### config.mk
export PLATFORM = sky130hd
export DESIGN_NAME = pfc_sync_timebase
export DESIGN_NICKNAME = d
export VERILOG_FILES = /design/src/rtl/pfc_sync_pkg.sv /design/src/rtl/pfc_sync_in.sv /design/src/rtl/pfc_gap_meter.sv /design/src/rtl/pfc_lock_ctrl.sv /design/src/rtl/pfc_sync_timebase.sv
export SDC_FILE = /design/constraint.sdc
export NUM_CORES = 1
export LEC_CHECK = 0
export CORE_UTILIZATION = 28
export CTS_CLUSTER_SIZE = 24
export DETAILED_ROUTE_END_ITERATION = 16
export REMOVE_ABC_BUFFERS = 1
export SLEW_MARGIN = 20
export SYNTH_ARGS = -nofsm -noshare
export SYNTH_HDL_FRONTEND = slang
export SYNTH_SLANG_ARGS = --single-unit
### constraint.sdc
create_clock -name clk_i -period 2.8 [get_ports clk_i]
set_clock_uncertainty 0.05 [all_clocks]
set_input_delay 0.42 -clock clk_i [delete_from_list [all_inputs] [get_ports clk_i]]
set_output_delay 0.42 -clock clk_i [all_outputs]
set_load 0.01 [all_outputs]
### src/rtl/pfc_sync_pkg.sv
`timescale 1ns/1ps
package pfc_sync_pkg;

  // Event record produced by the interval meter each clock.
  typedef struct packed {
    logic rise;   // synchronized external rising edge while in sync mode
    logic qual;   // that edge closed an interval inside the allowed band
    logic lost;   // no edge for the full loss timeout
  } gap_evt_t;

  // Clocks per switching period for a given frequency.
  function automatic int ticks_for_hz(input int clk_hz, input int f_hz);
    return clk_hz / f_hz;
  endfunction

  // Clocks in a time span given in nanoseconds (kept in 32-bit range).
  function automatic int ticks_for_ns(input int clk_hz, input int span_ns);
    return ((clk_hz / 1_000_000) * span_ns) / 1000;
  endfunction

endpackage

### src/rtl/pfc_sync_in.sv
`timescale 1ns/1ps
module pfc_sync_in #(
  parameter int STAGES = 2
) (
  input  logic clk_i,
  input  logic rst_ni,
  input  logic pulse_i,
  input  logic mode_i,
  output logic rise_o,
  output logic mode_o
);

  // One extra stage on the pulse path holds the previous value for edge detection.
  logic [STAGES:0]   pulse_sh_q;
  logic [STAGES-1:0] mode_sh_q;

  always_ff @(posedge clk_i or negedge rst_ni) begin
    if (!rst_ni) begin
      pulse_sh_q <= '0;
      mode_sh_q  <= '0;
    end else begin
      pulse_sh_q <= {pulse_sh_q[STAGES-1:0], pulse_i};
      mode_sh_q  <= {mode_sh_q[STAGES-2:0], mode_i};
    end
  end

  assign rise_o = pulse_sh_q[STAGES-1] & ~pulse_sh_q[STAGES];
  assign mode_o = mode_sh_q[STAGES-1];

endmodule

### src/rtl/pfc_gap_meter.sv
`timescale 1ns/1ps
module pfc_gap_meter
  import pfc_sync_pkg::*;
#(
  parameter int CNT_W    = 16,
  parameter int MIN_PER  = 500,
  parameter int MAX_PER  = 2380,
  parameter int LOSS_CYC = 5400
) (
  input  logic     clk_i,
  input  logic     rst_ni,
  input  logic     mode_i,
  input  logic     rise_i,
  output gap_evt_t evt_o
);

  localparam logic [CNT_W-1:0] MinC  = CNT_W'(MIN_PER);
  localparam logic [CNT_W-1:0] MaxC  = CNT_W'(MAX_PER);
  localparam logic [CNT_W-1:0] LossC = CNT_W'(LOSS_CYC);

  // gap_q == 0 means no reference edge; otherwise clocks since the last edge.
  logic [CNT_W-1:0] gap_q, gap_n;
  logic             lost;

  always_comb begin
    gap_n = gap_q;
    lost  = 1'b0;
    if (!mode_i) begin
      gap_n = '0;
    end else if (rise_i) begin
      gap_n = CNT_W'(1);
    end else if (gap_q == LossC) begin
      gap_n = '0;
      lost  = 1'b1;
    end else if (gap_q != '0) begin
      gap_n = gap_q + 1'b1;
    end
  end

  always_ff @(posedge clk_i or negedge rst_ni) begin
    if (!rst_ni) gap_q <= '0;
    else         gap_q <= gap_n;
  end

  assign evt_o.rise = rise_i & mode_i;
  assign evt_o.qual = rise_i & mode_i & (gap_q >= MinC) & (gap_q <= MaxC);
  assign evt_o.lost = lost;

endmodule

### src/rtl/pfc_lock_ctrl.sv
`timescale 1ns/1ps
module pfc_lock_ctrl
  import pfc_sync_pkg::*;
#(
  parameter int LOCK_COUNT = 6
) (
  input  logic     clk_i,
  input  logic     rst_ni,
  input  logic     mode_i,
  input  gap_evt_t evt_i,
  output logic     lock_q_o,
  output logic     lock_n_o
);

  localparam int CW = $clog2(LOCK_COUNT + 1);

  logic [CW-1:0] good_q, good_n;
  logic          lock_q, lock_n;

  always_comb begin
    good_n = good_q;
    lock_n = lock_q;
    if (!mode_i || evt_i.lost) begin
      good_n = '0;
      lock_n = 1'b0;
    end else if (evt_i.rise) begin
      if (!evt_i.qual) begin
        good_n = '0;
        lock_n = 1'b0;
      end else if (!lock_q) begin
        if (good_q == CW'(LOCK_COUNT - 1)) begin
          good_n = '0;
          lock_n = 1'b1;
        end else begin
          good_n = good_q + 1'b1;
        end
      end
    end
  end

  always_ff @(posedge clk_i or negedge rst_ni) begin
    if (!rst_ni) begin
      good_q <= '0;
      lock_q <= 1'b0;
    end else begin
      good_q <= good_n;
      lock_q <= lock_n;
    end
  end

  assign lock_q_o = lock_q;
  assign lock_n_o = lock_n;

endmodule

### src/rtl/pfc_sync_timebase.sv
`timescale 1ns/1ps
module pfc_sync_timebase
  import pfc_sync_pkg::*;
#(
  parameter int CLK_HZ      = 50_000_000,
  parameter int F_MIN_HZ    = 21_000,
  parameter int F_MAX_HZ    = 100_000,
  parameter int LOSS_NS     = 108_000,
  parameter int LOCK_COUNT  = 6,
  parameter int SYNC_STAGES = 2,
  parameter int CNT_W       = 16
) (
  input  logic             clk_i,
  input  logic             rst_ni,
  input  logic [CNT_W-1:0] period_i,
  input  logic             sync_mode_i,
  input  logic             sync_pulse_i,
  output logic             sw_off_o,
  output logic             period_start_o,
  output logic             locked_o
);

  localparam int MinPer  = ticks_for_hz(CLK_HZ, F_MAX_HZ);
  localparam int MaxPer  = ticks_for_hz(CLK_HZ, F_MIN_HZ);
  localparam int LossCyc = ticks_for_ns(CLK_HZ, LOSS_NS);

  logic     mode_s, rise_s, ext_rise;
  gap_evt_t evt;
  logic     lock_q, lock_n;

  pfc_sync_in #(.STAGES(SYNC_STAGES)) u_in (
    .clk_i  (clk_i),
    .rst_ni (rst_ni),
    .pulse_i(sync_pulse_i),
    .mode_i (sync_mode_i),
    .rise_o (rise_s),
    .mode_o (mode_s)
  );

  pfc_gap_meter #(
    .CNT_W   (CNT_W),
    .MIN_PER (MinPer),
    .MAX_PER (MaxPer),
    .LOSS_CYC(LossCyc)
  ) u_meter (
    .clk_i (clk_i),
    .rst_ni(rst_ni),
    .mode_i(mode_s),
    .rise_i(rise_s),
    .evt_o (evt)
  );

  pfc_lock_ctrl #(.LOCK_COUNT(LOCK_COUNT)) u_lock (
    .clk_i   (clk_i),
    .rst_ni  (rst_ni),
    .mode_i  (mode_s),
    .evt_i   (evt),
    .lock_q_o(lock_q),
    .lock_n_o(lock_n)
  );

  assign ext_rise = evt.rise;

  // Phase counter: wraps on the internal period, or on the external edge once locked.
  logic [CNT_W-1:0] ph_q, ph_n;
  logic             wrap;
  logic             off_q, start_q;

  always_comb begin
    if (lock_n) wrap = ext_rise;
    else        wrap = (ph_q >= (period_i - 1'b1));
    if (wrap)             ph_n = '0;
    else if (&ph_q)       ph_n = ph_q;
    else                  ph_n = ph_q + 1'b1;
  end

  always_ff @(posedge clk_i or negedge rst_ni) begin
    if (!rst_ni) begin
      ph_q    <= '0;
      off_q   <= 1'b0;
      start_q <= 1'b0;
    end else begin
      ph_q    <= ph_n;
      off_q   <= wrap;
      start_q <= off_q;
    end
  end

  assign sw_off_o       = off_q;
  assign period_start_o = start_q;
  assign locked_o       = lock_q;

endmodule

# ---- Word level (Yosys, flattened, before mapping)
# Index checks and enable logic that the tools add are counted.
dict set report op_classes {
  add_sub_neg 4
  mul 0
  n_div 0
  magnitude_cmp 3
  eq_ne 5
  shift 0
  mux 20
  n_bitwise 5
  n_reduce_logical 6
}
# op n
set op_table {}
lappend op_table {{two-way mux 16 bit} 6}
lappend op_table {{adder 16 x 1 -> 16 bit, second input constant} 2}
lappend op_table {{equality test 16 x 13 -> 1 bit, second input constant} 1}
lappend op_table {{greater-or-equal comparator 16 bit} 1}
lappend op_table {{greater-or-equal comparator 16 x 9 -> 1 bit, second input constant} 1}
lappend op_table {{less-or-equal comparator 16 x 12 -> 1 bit, second input constant} 1}
lappend op_table {{AND reduction 16 bit} 1}
lappend op_table {{nonzero test 16 bit} 1}
lappend op_table {{subtractor 16 x 1 -> 16 bit, second input constant} 1}
lappend op_table {{two-way mux 3 bit} 5}
lappend op_table {{two-way mux 1 bit} 9}
lappend op_table {{AND 1 bit} 4}
lappend op_table {{inequality test 4 x 1 -> 1 bit, second input constant} 1}
lappend op_table {{adder 3 x 1 -> 3 bit, second input constant} 1}
lappend op_table {{equality test 3 bit, second input constant} 1}
lappend op_table {{inequality test 3 bit, second input constant} 1}
lappend op_table {{inequality test 2 bit, second input constant} 1}
lappend op_table {{AND reduction 2 bit} 1}
lappend op_table {{nonzero test 2 bit} 1}
lappend op_table {{zero test 1 bit} 1}
lappend op_table {{logical OR 1 bit} 1}
lappend op_table {{NOT 1 bit} 1}
dict set report word_totals {
  register_bits 43
  latchBits 0
  ram_bits 0
  mem_bits_ro 0
  in_bits 20
  output_inout_bits 3
  word_cells 51
  memories 0
}

# ---- Depth between registers and ports, before layout
# Gate-level depths: netlist of run 1.
dict set report logic_depth {
  word_depth 10
  depth_mapped 14
  mapped_depth_nobuf 13
}

# ---- Modules after synthesis
# Synthesis of run 1 repeated with hierarchy kept, for this count alone.
dict set report unflattened {
  cells_unflattened 315
  hier_area_um2 2870.3
}
# module n_inst cells_each area_per_inst_um2
set by_module_without_submodules {}
lappend by_module_without_submodules {pfc_sync_timebase 1 172 1473.9}
lappend by_module_without_submodules {pfc_gap_meter 1 115 1039.7}
lappend by_module_without_submodules {pfc_lock_ctrl 1 22 217.7}
lappend by_module_without_submodules {pfc_sync_in 1 6 138.9}

# ---- Least setup slack after synthesis of run 1
# No wires, ideal clock.
dict set report synth_path {
  path_type {input to register}
  startpoint {input period_i[5]}
  endpoint {register ph_q[2]}
  setup_time_ns 0.071
  t_arrival_ns 3.078
  required_ns 2.679
  slack_ns -0.399
  cell_stages 13
  n_path_buf 1
  cell_sequence {nor4_1 > nand2_1 > nor4_1 > nand2_1 > xor2_1 > ha_1 > a211oi_1 > nor2_1 > or3_1 > a211oi_1 > a21oi_2 > buf_6 > nor2_1}
}
dict set report synth_between {
  elab_chain_len 4
  word_cells_on_any_way 5
}
# element line_no
set synth_lines {}
lappend synth_lines {{from (decl)} pfc_sync_timebase.sv:15} ;# input logic [CNT_W-1:0] period_i,
lappend synth_lines {{subtractor 16 x 1 -> 16 bit (*)} pfc_sync_timebase.sv:71} ;# else wrap = (ph_q >= (period_i - 1'b1));
lappend synth_lines {{greater-or-equal comparator 16 bit (*)} pfc_sync_timebase.sv:71}
lappend synth_lines {{two-way mux 1 bit (*)} pfc_sync_timebase.sv:70} ;# if (lock_n) wrap = ext_rise;
lappend synth_lines {{via wrap} pfc_sync_timebase.sv:66} ;# logic wrap;
lappend synth_lines {{inequality test 2 bit (no source line) or two-way mux 16 bit (tied branches)} n/a}
lappend synth_lines {{to (signal assigned)} pfc_sync_timebase.sv:83} ;# ph_q <= ph_n;
lappend synth_lines {{to (decl)} pfc_sync_timebase.sv:65} ;# logic [CNT_W-1:0] ph_q, ph_n;
# Mark *: on every way through the listed nets, which the timed path passes. The rest lies on a longest branch.
# A chain may end at the register's enable or synchronous reset.

# ---- Worst setup path in the final report of run 1
dict set report layout_path {
  startpoint {input period_i[6]}
  endpoint {register ph_q[8]}
}
dict set report layout_between {
  elab_chain_len 4
  word_cells_on_any_way 5
}
# element line_no
set layout_lines {}
lappend layout_lines {{subtractor 16 x 1 -> 16 bit (*)} pfc_sync_timebase.sv:71}
lappend layout_lines {{greater-or-equal comparator 16 bit (*)} pfc_sync_timebase.sv:71}
lappend layout_lines {{two-way mux 1 bit (*)} pfc_sync_timebase.sv:70}
lappend layout_lines {{inequality test 2 bit (no source line) or two-way mux 16 bit (tied branches)} n/a}
# Mark *: on every way between the ends. The rest lies on a longest branch, timed or not.

==> results of run 1 <==
==> final cells by class <==
| cell class | count | area (sq um) |
|---|---|---|
| clock buffer | 6 | 82.6 |
| clock inverter | 2 | 16.3 |
| fill | 931 | 5680 |
| inverter | 10 | 37.5 |
| multi-input combinational | 238 | 1770 |
| sequential | 43 | 1080 |
| tap | 129 | 161 |
| timing repair buffer | 54 | 495 |
==> flip-flops by register name (all words and copies together), names as in the netlist <==
register	flops
ph_q	16
u_meter.gap_q	16
u_in.pulse_sh_q	3
u_lock.good_q	3
u_in.mode_sh_q	2
period_start_o	1
sw_off_o	1
u_lock.lock_q_o	1
==> per-layer routing <==
layer / vias up / wire length (um) / global-route usage
li1: 1160 / - / -
met1: 1054 / 2810 / 0.154
met2: 27 / 2710 / 0.205
met3: 4 / 128 / 0.0202
met4: 0 / 55 / 0.0446
met5: - / 0 / 0
==> through the flow <==
stage	util	setup slack, ns
2_1_floorplan	-	-0.419
3_3_place_gp	0.348	-0.960
3_5_place_dp	0.348	-1.08
4_1_cts	0.374	-0.428
5_1_grt	0.391	-0.416
6_report	0.391	-0.274
==> placed cells by master, fill, tap and decap left out, types with 3 or more instances in the layout <==
master           netlist  final
buf_2                  2      3
clkdlybuf4s50_1        0     10
a21oi_1               13     12
inv_1                 10      8
xnor2_1               13     13
nor2_2                 0      5
o21ai_0               15     14
nand4_1                7      7
nor2_1                41     27
nor3_1                11      9
or3_1                  5      4
and3_1                 6      6
nor4_1                 6      4
buf_6                  2      3
nor2_4                 0      9
buf_4                  0     29
nand3b_1               3      3
nand2_1               26     24
clkbuf_8               0      6
nand3_1               17     17
nor4_4                 0      3
dfrtp_1               43     43
xor2_1                23     23
ha_1                  20     19
==> path summary, 6_finish.rpt <==
check,start,to,slack [ns]
max,period_i[6],ph_q[8]$_DFFE_PN0P_,-0.27
min,rst_ni,u_meter.gap_q[6]$_DFFE_PN0P_,0.20
max reg2reg,u_meter.gap_q[0]$_DFFE_PN0P_,ph_q[10]$_DFFE_PN0P_,0.49
min reg2reg,u_in.pulse_sh_q[0]$_DFF_PN0_,u_in.pulse_sh_q[1]$_DFF_PN0_,0.30
max in group asynchronous,rst_ni,u_meter.gap_q[15]$_DFFE_PN0P_,1.90
min in group clk_i,u_in.pulse_sh_q[0]$_DFF_PN0_,u_in.pulse_sh_q[1]$_DFF_PN0_,0.30
==> worst max-delay path, stage by stage <==
cell and delay (ns):
buf_6 0.09, or3_4 0.37, or4_4 0.51, nor4_4 0.16, xnor2_1 0.15, ha_1 0.26, o21ai_1 0.13, nor2_1 0.05
or3_1 0.36, a211oi_2 0.32, a21oi_4 0.15, clkbuf_16 0.19, nor2_2 0.09
==> repair_timing <==
action / CTS / global route
cloned: 1 / 1
buffers inserted: 3 / 2
resized for setup: 57 / 30
pin swaps: 21 / 17
setup endpoints to repair: 17 / 17
==> cell families (layout without fill, tap and decap cells) <==
family / count (synthesis) / count (layout)
adders and majority gates: 20 / 20
buffers and inverters: 16 / 72
muxes: 2 / 2
and+or+nand+nor: 138 / 138
DFF: 43 / 43
xor gates and xnor gates: 36 / 36
AOI/OAI and AO/OA: 42 / 42
==> where the power goes <==
group	switching (W)	internal, W	total (W)
clock network	0.000225	0.000201	0.000426
registers	0.0000802	0.000673	0.000753
logic	0.000196	0.000202	0.000397
total	0.000501	0.00108	0.00158
==> results.md, run 1 <==
* Avg WL per Cell at between 10 and 15 um
* Clk buf depth at 2
* 1st-iter DRT viols at 37
* Via count at between 2000 and 2500
* Power density over the cells at approximately 430 nW/um^2
* Initial Util at 0.291
* Post-synthesis mux area share at 0.00784
* Worst Setup Slack, final at -0.274 ns
* Syn Area/Cell at about 9 sq um
* Synth Register Bits at between 40 and 50
* Clock latency on the worst-skew pair at about 0.3 ns
* Final Power at approximately 0.0016 W
* Die span in x at around 100 um
* Vias in the first global route at between 2000 and 2500
* Status: complete, but fails checks
* Tmin final at approximately 3 ns
* Area contributors post-synth: dfrtp_1 40%, ha_1 9.2%, xor2_1 7.4%
* Setup TNS at -4.34 ns
* Cts bufs inserted at 5
* Violated checks: negative setup slack
* Rows at 35
* Number of synthesized flops with an enable pin at 0
* RSZ-0062 raised after global routing: true
* Ys Warns at 0
* Post-DRT Antenna Nets at 0
* Rel. slew slack at 0.376
* Most common cell in the synthesized netlist: dfrtp_1
* Placed cell areas at roughly 3200 sq um
* Core Box Area at just over 9000 sq um
* TritonCTS clock tree: yes
* Top FF cell, synth: dfrtp_1
* Post-Syn Instances at 297
* Placed Cells at 467
* DR pass1 iterations at 4
* Initial antenna violation count at 0
* Synth async-reset ratio at 1.00
* Final hold violations at 0
* Worst-Margin Slew at between 0.9 and 1 ns
* CTS sink count at 43
* Total gr overflow at 0
* PortBufs at 22
* Cell taking the most area after synthesis: dfrtp_1
* Commonest cells post-synth: 43 x dfrtp_1, 41 x nor2_1, 26 x nand2_1
* Die H at approximately 100 um
* Die Footprint at between 10000 and 15000 sq um
* Diodes inserted at 0
* Final HPWL DP at approximately 4000 um
* Worst EP arrival at around 3.3 ns
* VDD IR max at around 0.17 mV
* Largest net degree at the start of global routing at 44
* Setup Viol. Count Final at 17
* First-pass GRT wire length at around 9800 um
* Layout Nets at 392
* Simple-Gate Fraction of Synth Area at 0.266
* P_leak at between 1.5 and 2 nW
* # IOs at 23
* Synth Area in Compound Gates at 0.0927
* Root Driver: clkbuf_8
* Final period utilization at 1.10
* Register area share after synthesis at 0.397
* WP data required at ~3 ns
* Routed WL at 5700 um
* FF-to-FF path depth at 9
* Fmax at around 330 MHz
* Synth unique cells at 44
* Main combinational cell family by area after synthesis: simple AND/OR/NAND/NOR gates
* Max-cap violations at 0
* Post-Synth XOR/XNOR Area at 0.116
* Post-route DRC at 0
* Area grow syn2layout at 34.3%
* Min Hold Slack at 0.199 ns
* Share of cells above drive strength 1 at 0.241
* Yosys top cell area share at 0.397
* RePlAce Congestion at 0.776
* DR vias/cell at around 4.7
* Worst-path fanout max at 4
* CTS clk-pin slew, worst paths at 0.08 ns
* CP endpoint kind: register
* Design Area, Final at about 3600 sq um
* Synth Area in Adders at 0.0923
* Hold buffer count at cts at 0
* Final Slew Violations at 0
* Crit path kind: in -> reg
* Min-delay worst type: in -> async
* Post-Synthesis Cell Area at approximately 2700 sq um
* GRT Total Usage at 0.121
* Cell Count, Final, Fillers Out at just under 500
* Worst setup SP type: input pin
* H-tree lvl count at 2
No activity file was read; power rests on OpenSTA's default activity.
==> inputs of run 2 (changes only) <==
- CTS_CLUSTER_SIZE: 24 -> default
==> results of run 2 <==
No change in the layout: final DEF, timing and power equal those of run 1.
